===== src/rtl/mmio_dec_pkg.sv =====
package mmio_dec_pkg;
  localparam int OFS_W = 17;
  localparam int N_DEV = 8;
  localparam int N_IOB = 6;
  localparam int N_DMA = 16;
  localparam int IDX_W = 8;

  // compatibility view of the serial slot: rotate the 4-bit word index
  function automatic logic [3:0] serial_compat(input logic [3:0] k);
    return {k[0], k[3:1]};
  endfunction

  function automatic logic [7:0] rom_byte(input logic [63:0] rom, input logic [2:0] n);
    return rom[{n, 3'b000} +: 8];
  endfunction
endpackage


===== src/rtl/mmio_slot_decode.sv =====
module mmio_slot_decode
  import mmio_dec_pkg::*;
#(
  parameter logic [N_IOB-1:0] IOB_PRESENT = 6'b101100
) (
  input  logic [15:0]      ofs,
  input  logic             is_write,
  output logic [N_DEV-1:0] dev_sel,
  output logic [N_IOB-1:0] iob_sel,
  output logic [IDX_W-1:0] index,
  output logic             miss
);
  logic [3:0] slot;
  assign slot = ofs[15:12];

  always_comb begin
    dev_sel = '0;
    iob_sel = '0;
    index   = '0;
    miss    = 1'b0;
    case (slot)
      4'd0: begin dev_sel[0] = 1'b1; index = {4'b0, ofs[7:4]}; end
      4'd1: begin dev_sel[1] = 1'b1; index = {3'b0, ofs[8:4]}; end
      4'd2: begin
        dev_sel[2] = 1'b1;
        if (ofs[7:0] < 8'd16) index = {4'b0, serial_compat(ofs[4:1])};
        else                  index = {4'b0, ofs[7:4]};
      end
      4'd3: begin dev_sel[2] = 1'b1; index = {4'b0, ofs[7:4]}; end
      4'd4: begin dev_sel[3] = 1'b1; index = ofs[7:0]; end
      4'd5: begin dev_sel[4] = 1'b1; index = {4'b0, ofs[7:4]}; end
      4'd6, 4'd7: begin dev_sel[5] = 1'b1; index = {4'b0, ofs[12:9]}; end
      4'd8: begin dev_sel[6] = 1'b1; index = {4'b0, ofs[7:4]}; end
      4'd9: begin
        if (is_write) miss = 1'b1;
        else begin dev_sel[7] = 1'b1; index = {5'b0, ofs[6:4]}; end
      end
      default: begin
        miss = 1'b1;
        for (int i = 0; i < N_IOB; i++) begin
          if (slot == 4'(10 + i) && IOB_PRESENT[i]) begin
            miss       = 1'b0;
            iob_sel[i] = 1'b1;
            index      = {3'b0, ofs[8:4]};
          end
        end
      end
    endcase
  end
endmodule


===== src/rtl/mmio_dma_decode.sv =====
module mmio_dma_decode
  import mmio_dec_pkg::*;
#(
  parameter logic [N_DMA-1:0] DMA_IMPL = 16'h0903
) (
  input  logic [11:8]      ofs_chan,
  output logic [N_DMA-1:0] sel,
  output logic             miss
);
  for (genvar ch = 0; ch < N_DMA; ch++) begin : g_chan
    assign sel[ch] = DMA_IMPL[ch] && (ofs_chan == 4'(ch));
  end
  assign miss = ~|sel;
endmodule


===== src/rtl/mmio_region_decode.sv =====
module mmio_region_decode
  import mmio_dec_pkg::*;
#(
  parameter logic [63:0]      ID_ROM      = 64'h5AC3960FE1782DB4,
  parameter logic [N_DMA-1:0] DMA_IMPL    = 16'h0903,
  parameter logic [N_IOB-1:0] IOB_PRESENT = 6'b101100
) (
  input  logic             clk,
  input  logic             rst_n,
  input  logic             req_valid,
  input  logic             req_write,
  input  logic [OFS_W-1:0] req_offset,
  input  logic [1:0]       req_size,
  output logic [N_DEV-1:0] dev_sel,
  output logic [N_IOB-1:0] iob_sel,
  output logic [N_DMA-1:0] dma_sel,
  output logic             int_sel,
  output logic [IDX_W-1:0] tgt_index,
  output logic [7:0]       dma_reg,
  output logic [14:0]      int_reg,
  output logic [1:0]       xfer_size,
  output logic [7:0]       rd_data,
  output logic             unmapped
);
  // region decision, bit 16 has priority over bit 15
  logic in_dev, in_dma, in_int;
  assign in_dev = req_valid &  req_offset[16];
  assign in_dma = req_valid & ~req_offset[16] &  req_offset[15];
  assign in_int = req_valid & ~req_offset[16] & ~req_offset[15];

  logic [N_DEV-1:0] s_dev_sel;
  logic [N_IOB-1:0] s_iob_sel;
  logic [IDX_W-1:0] s_index;
  logic             s_miss;
  logic [N_DMA-1:0] d_sel;
  logic             d_miss;

  mmio_slot_decode #(.IOB_PRESENT(IOB_PRESENT)) u_slot (
    .ofs(req_offset[15:0]), .is_write(req_write),
    .dev_sel(s_dev_sel), .iob_sel(s_iob_sel), .index(s_index), .miss(s_miss)
  );

  mmio_dma_decode #(.DMA_IMPL(DMA_IMPL)) u_dma (
    .ofs_chan(req_offset[11:8]), .sel(d_sel), .miss(d_miss)
  );

  logic rom_read;
  assign rom_read = in_dev & s_dev_sel[7];

  always_ff @(posedge clk) begin
    if (!rst_n) begin
      dev_sel   <= '0;
      iob_sel   <= '0;
      dma_sel   <= '0;
      int_sel   <= 1'b0;
      tgt_index <= '0;
      dma_reg   <= '0;
      int_reg   <= '0;
      xfer_size <= '0;
      rd_data   <= '0;
      unmapped  <= 1'b0;
    end else begin
      dev_sel   <= in_dev ? s_dev_sel : '0;
      iob_sel   <= in_dev ? s_iob_sel : '0;
      dma_sel   <= in_dma ? d_sel : '0;
      int_sel   <= in_int;
      tgt_index <= in_dev ? s_index : '0;
      dma_reg   <= in_dma ? req_offset[7:0] : '0;
      int_reg   <= in_int ? req_offset[14:0] : '0;
      xfer_size <= req_valid ? req_size : '0;
      rd_data   <= rom_read ? rom_byte(ID_ROM, req_offset[6:4]) : '0;
      unmapped  <= (in_dev & s_miss) | (in_dma & d_miss);
    end
  end

  // assertions
  p_one_target_r1: assert property (@(posedge clk) disable iff (!rst_n)
    $onehot0({dev_sel, iob_sel, dma_sel, int_sel, unmapped}));

  p_idle_quiet_r1: assert property (@(posedge clk) disable iff (!rst_n)
    !req_valid |=> (dev_sel == '0 && iob_sel == '0 && dma_sel == '0 && !int_sel && !unmapped));

  p_miss_zero_r11: assert property (@(posedge clk) disable iff (!rst_n)
    unmapped |-> (rd_data == 8'h00));

  p_rom_only_r6: assert property (@(posedge clk) disable iff (!rst_n)
    (rd_data != 8'h00) |-> dev_sel[7]);

  p_int_offset_r10: assert property (@(posedge clk) disable iff (!rst_n)
    (req_valid && !req_offset[16] && !req_offset[15]) |=> (int_sel && int_reg == $past(req_offset[14:0])));

  p_dma_offset_r9: assert property (@(posedge clk) disable iff (!rst_n)
    (req_valid && !req_offset[16] && req_offset[15]) |=> ((dma_sel != '0 || unmapped) && dma_reg == $past(req_offset[7:0])));
endmodule


===== config.mk =====
export PLATFORM = sky130hd
export DESIGN_NAME = mmio_region_decode
export DESIGN_NICKNAME = d
export VERILOG_FILES = /design/src/rtl/mmio_dec_pkg.sv /design/src/rtl/mmio_slot_decode.sv /design/src/rtl/mmio_dma_decode.sv /design/src/rtl/mmio_region_decode.sv
export SDC_FILE = /design/constraint.sdc
export NUM_CORES = 1
export LEC_CHECK = 0
export BUFFER_PORTS_ARGS = -buffer_cell sky130_fd_sc_hd__buf_2
export CELL_PAD_IN_SITES_DETAIL_PLACEMENT = 0
export CELL_PAD_IN_SITES_GLOBAL_PLACEMENT = 1
export CORE_MARGIN = 1.5
export CORE_UTILIZATION = 34
export DETAILED_ROUTE_END_ITERATION = 10
export PLACE_DENSITY = 0.83
export SYNTH_ARGS = -nofsm -noshare
export SYNTH_HDL_FRONTEND = slang
export SYNTH_SLANG_ARGS = --single-unit
export TNS_END_PERCENT = 100

===== constraint.sdc =====
create_clock -name clk -period 2.2 [get_ports clk]
set_clock_uncertainty 0.2 [all_clocks]
set_input_delay 0.55 -clock clk [delete_from_list [all_inputs] [get_ports clk]]
set_output_delay 0.55 -clock clk [all_outputs]
set_load 0.005 [all_outputs]

Word level (Yosys, flattened, before mapping)

Index checks and enable logic that the tools add are counted.

Equality and inequality tests: 15
Mux-type cells: 23
Reductions and logical operators: 14
Bitwise logic cells: 12
Magnitude comparators: 1
Shift-type cells: 1

Operators with widths:

| operator                                                    | count |
|---|---|
| indexed part select 64 x 7 -> 8 bit (first input constant)  | 1 |
| case mux 8 bit (6 select lines)                             | 1 |
| equality test 4 bit (second input constant)                 | 7 |
| equality test 4 x 3 -> 1 bit (second input constant)        | 4 |
| two-way mux 1 bit                                           | 16 |
| two-way mux 5 bit                                           | 3 |
| OR reduction 12 bit                                         | 1 |
| AND reduction 2 bit                                         | 5 |
| OR reduction 9 bit                                          | 1 |
| equality test 4 x 1 -> 1 bit (second input constant)        | 2 |
| equality test 4 x 2 -> 1 bit (second input constant)        | 2 |
| zero test 4 bit                                             | 2 |
| less-than comparator 8 x 5 -> 1 bit (second input constant) | 1 |
| OR reduction 4 bit                                          | 2 |
| AND 1 bit                                                   | 7 |
| two-way mux 4 bit                                           | 1 |
| NOT 1 bit                                                   | 4 |
| OR reduction 2 bit                                          | 2 |
| two-way mux 3 bit                                           | 1 |
| case mux 1 bit (2 select lines)                             | 1 |
| zero test 1 bit                                             | 1 |
| OR 1 bit                                                    | 1 |

Flip-flop bits (word level): 73
Word-level logic and storage cells: 78

Logic depth before layout (Yosys ltp)

Word-level depth: 7
Mapped depth: 7
Mapped depth without buffers: 6

Cells and area by module

Synthesis repeated with hierarchy kept, for this count alone.

Cells, all modules: 245
Area total of the unflattened synthesis: 2,607.5 um^2

Modules (own cells, without submodules):

| module             | cells an instance | sequential area each (um^2) | times used | area an instance (um^2) |
|---|---|---|---|---|
| mmio_region_decode | 163               | 1,461.4                     | 1          | 2,052.0 |
| mmio_slot_decode   | 63                | 0.0                         | 1          | 416.6 |
| mmio_dma_decode    | 19                | 0.0                         | 1          | 138.9 |

Worst setup path before layout

Ideal clock, no wire load.

Kind: input to register
From: input req_offset[13]
To: register rd_data[0]
Path buffers: 2
Setup slack: 236 ps
Stages: 6
Arrival: 1,685 ps
Cell sequence: buf_2 -> nand2b_1 -> or2_4 -> or3_1 -> buf_6 -> a211oi_2

Word-level cells in the longest chain between the ends: 4

Ends and longest elaborated chain:

| what                                 | line                     | source |
|---|---|---|
| from (decl)                          | mmio_region_decode.sv:12 | `input logic [OFS_W-1:0] req_offset,` |
| equality test 4 bit                  | mmio_slot_decode.sv:21   | `case (slot)` |
| two-way mux 1 bit                    | mmio_slot_decode.sv:21   |  |
| AND 1 bit                            | mmio_region_decode.sv:48 | `assign rom_read = in_dev & s_dev_sel[7];` |
| AND reduction 2 bit (no source line) | -                        |  |
| to (signal assigned)                 | mmio_region_decode.sv:71 | `rd_data <= rom_read ? rom_byte(ID_ROM, req_offset[6:4]) : '0;` |
| to (decl)                            | mmio_region_decode.sv:22 | `output logic [7:0] rd_data,` |

No other way between the ends.
A chain may end at the register's enable or synchronous reset.

Worst setup path after layout

From: input req_offset[5]
To: register tgt_index[1]

Word-level cells in the longest chain between the ends: 4
Elaborated cells on any way between the ends: 7
Classes of those cells: order compare (1); mux (6)

Ends and longest elaborated chain:

| what                                                                                        | line                     | source |
|---|---|---|
| parallel branches: the longest is 3 deep, another holds less-than comparator 8 x 5 -> 1 bit | -                        |  |
| case mux 8 bit (6 select lines) (*)                                                         | mmio_slot_decode.sv:21   |  |
| to (signal assigned)                                                                        | mmio_region_decode.sv:67 | `tgt_index <= in_dev ? s_index : '0;` |
| to (decl)                                                                                   | mmio_region_decode.sv:18 | `output logic [IDX_W-1:0] tgt_index,` |

Every way passes the cells marked *.

==> PnR_summary.wiki <==
{| class="wikitable"
! Metric !! Value
|-
| Status || completed
|-
| Number of buffers created by CTS || 9
|-
| First-pass DRT Iterations || 4
|-
| Minimum setup slack in the final design || 0.3849 ns
|-
| Total routing resource utilization after global routing || 0.1623
|-
| CP max-delay cell || mux2_2
|-
| Signal arrival time at the worst endpoint || 1.83 ns
|-
| HPWL after detailed placement || 3804 µm
|-
| Fillcell total || 591
|-
| Worst setup path start || req_offset[5]
|-
| Count of pins over their slew limit || 0
|-
| Post-synthesis register bit count || 58
|-
| X dimension of the die || 81.98 µm
|-
| Number of cells upsized or downsized after cts || 0
|-
| Total length of routed wires || 5084 µm
|-
| First-pass GRT wire length || 7741 µm
|-
| Final ANT Viol Nets || 0
|-
| Std-Cell Rows || 28
|-
| RSZ-0062 raised after global routing || false
|-
| Number of design-rule violations left by the first detailed-router iteration || 64
|-
| Main synth FF type || dfxtp_1
|-
| Total number of nets in the final design || 333
|-
| Buffers from clock root to sink, at most || 2
|-
| Library cell used as clock root buffer || clkbuf_8
|-
| Post-synth cell types || 44
|-
| Max-cap violation count || 0
|-
| TritonCTS clock tree || done
|-
| Async S/R FF share, synth || 0
|-
| DIE HEIGHT || 81.98 µm
|-
| Top library cells by usage in the layout, fill and taps aside || buf_2 (80), dfxtp_1 (58), and2_1 (20), nor2_1 (20), buf_4 (17)
|-
| Initial core utilization || 0.3561
|-
| Ordered list of cells on the worst path || buf_2, inv_1, ha_1, nor3b_1, mux2_2, a22oi_1, a21oi_1
|-
| Max FFs per register || 15
|-
| CP max stage delay || 0.38 ns
|-
| Post-Route Setup TNS || 0 ns
|-
| Initial antenna violation count || 0
|-
| Sequential-to-total area share from yosys stat || 0.5475
|-
| Placer congestion estimate || 0.7828
|-
| Yosys Warn Count || 0
|-
| Clock transition time at the flip-flop clock pins of the worst setup and hold paths || 0.06 ns
|-
| Inserted Diodes || 0
|-
| Leak Pwr || 1.407 nW
|-
| Count of input and output buffers || 80
|-
| Hold_buf cts || 0
|-
| Power density normalized to cell area || 777.8 nW/µm²
|-
| Area of the mapped netlist || 2121 µm²
|-
| Detail-routed via count per cell || 4.508
|-
| Most frequent standard cell in the layout excluding fill and tap cells || buf_2
|-
| Start-to-end type of the worst setup path || in2reg
|-
| Number of hold violations in the final report || 0
|-
| Number of top-level pins || 96
|-
| Sink count of the clock tree || 58
|-
| Number of global-route vias before repair || 1,586
|-
| Fraction of the cycle the final worst path needs || 0.8251
|-
| CP Data Required Time || 2.21 ns
|-
| Nature of the critical path endpoint || flop
|-
| Hold Slack || 0.2544 ns
|-
| Detailed-route via count || 1,749
|-
| Worst vdd ir || 0.4121 mV
|-
| Die footprint || 6721 µm²
|-
| DRC || 0
|-
| Largest net degree at the start of global routing || 15
|-
| Final global-route overflow total || 0
|-
| Post-Synthesis Mean Instance Area || 10.00 µm²
|-
| Critical Path Fanout Max || 6
|-
| Share of cells above drive strength 1 || 0.3802
|-
| Post-CTS setup buffer count || 0
|-
| Worst setup endpoint || tgt_index[1]
|-
| Per-cell routed wire length || 13.10 µm
|-
| Hold crit path type || in2reg
|-
| Final min period || 1.815 ns
|-
| Layout-stage area growth over the synthesis result || 33.39%
|-
| Setup violations, final || 0
|-
| Highest attainable clock frequency || 550.9 MHz
|-
| Setup slack at placement || 0.05590 ns
|-
| Startpoint type of the worst setup path || input port
|-
| Post-Syn Instances || 212
|-
| H-Tree Level Count || 3
|-
| Post-synth EDFFs || 0
|-
| Standard cell core area || 5956 µm²
|}
-- worst min-delay path by stage --
stage                   startpoint          to  slack, ns  cells past startpoint
CTS                  req_offset[8]  dma_sel[8]       0.24                      2
finish               req_offset[0]  int_reg[0]       0.25                      2
global placement     req_offset[0]  dma_reg[0]       0.59                      2
floorplan            req_offset[5]  rd_data[2]       0.42                      1
global route        req_offset[11]  dma_sel[1]       0.25                      2
detailed placement   req_offset[0]  int_reg[0]       0.60                      2
-- power by group --
group | internal [W] | switching [W]
Sequential | 0.00106 | 0.00000301
Clock | 0.000562 | 0.000389
Combinational | 0.0000774 | 0.000105
Total | 0.00170 | 0.000497
-- Yosys cell counts (all sizes together) (2+ instances only) --
| cell type | count | area share |
|---|---|---|
| buf | 19 | 0.067 |
| nor2 | 20 | 0.035 |
| a211oi | 2 | 0.0094 |
| or3 | 2 | 0.0059 |
| a221oi | 2 | 0.0083 |
| mux2 | 2 | 0.011 |
| and2 | 20 | 0.059 |
| a22o | 3 | 0.012 |
| nor4bb | 3 | 0.014 |
| dfxtp | 58 | 0.55 |
| nand3 | 6 | 0.020 |
| o21ai | 2 | 0.0047 |
| nand4 | 2 | 0.0059 |
| a21oi | 5 | 0.012 |
| ha | 2 | 0.012 |
| a21o | 2 | 0.0071 |
| nor4 | 4 | 0.012 |
| nor3b | 4 | 0.017 |
| inv | 4 | 0.0071 |
| a22oi | 4 | 0.014 |
| nor3 | 9 | 0.021 |
| clkbuf | 7 | 0.012 |
| nand2 | 9 | 0.016 |
| and3 | 3 | 0.0089 |
| nor2b | 2 | 0.0059 |
| nand2b | 3 | 0.0089 |
-- through the flow --
step | instances | power (W) | cell area [µm²] | utilization
floorplan | 226 | 0.001204 | 2173 | -
global placement | 372 | 0.001271 | 2628 | 0.4412
detailed placement | 372 | 0.001272 | 2628 | 0.4412
CTS | 388 | 0.002223 | 2829 | 0.4750
global route | 388 | 0.002297 | 2829 | 0.4750
finish | 388 | 0.002200 | 2829 | 0.4750
-- logic make-up after synthesis --
logic type,Yosys count,synth area share
flip-flops,58,0.5475
multiplexers,2,0.01062
AND/OR/NAND/NOR,90,0.2419
buffers and inverters,31,0.08850
XOR/XNOR,2,0.008261
other,1,0.001768
AO/OA/AOI/OAI,26,0.08968
adder cells (fa/ha/maj),2,0.01180
-- per-layer routing --
metal	routed length, µm	track usage	vias up
li1	-	-	886
met5	0	0	-
met1	2329	0.1984	784
met4	87	0.1017	0
met3	320	0.03667	7
met2	2346	0.2566	72
-- layout make-up --
class | instances | area, µm² | share of cell area
Clock buffer | 15 | 196.4 | 0.06944
Clock inverter | 1 | 5.005 | 0.001769
Inverter | 5 | 20.02 | 0.007077
Multi-Input combinational cell | 137 | 824.5 | 0.2915
Sequential cell | 58 | 1161 | 0.4104
Tap cell | 75 | 93.84 | 0.03317
Timing Repair Buffer | 97 | 528.0 | 0.1866
-- critical path: cells and delay by family --
family,cells,cell delay (ns)
buf+inv,2,0.20
fa+ha+maj,1,0.16
simple gates,1,0.30
compound gates,2,0.23
mux,1,0.38
Power figures use the tool's default switching activity.
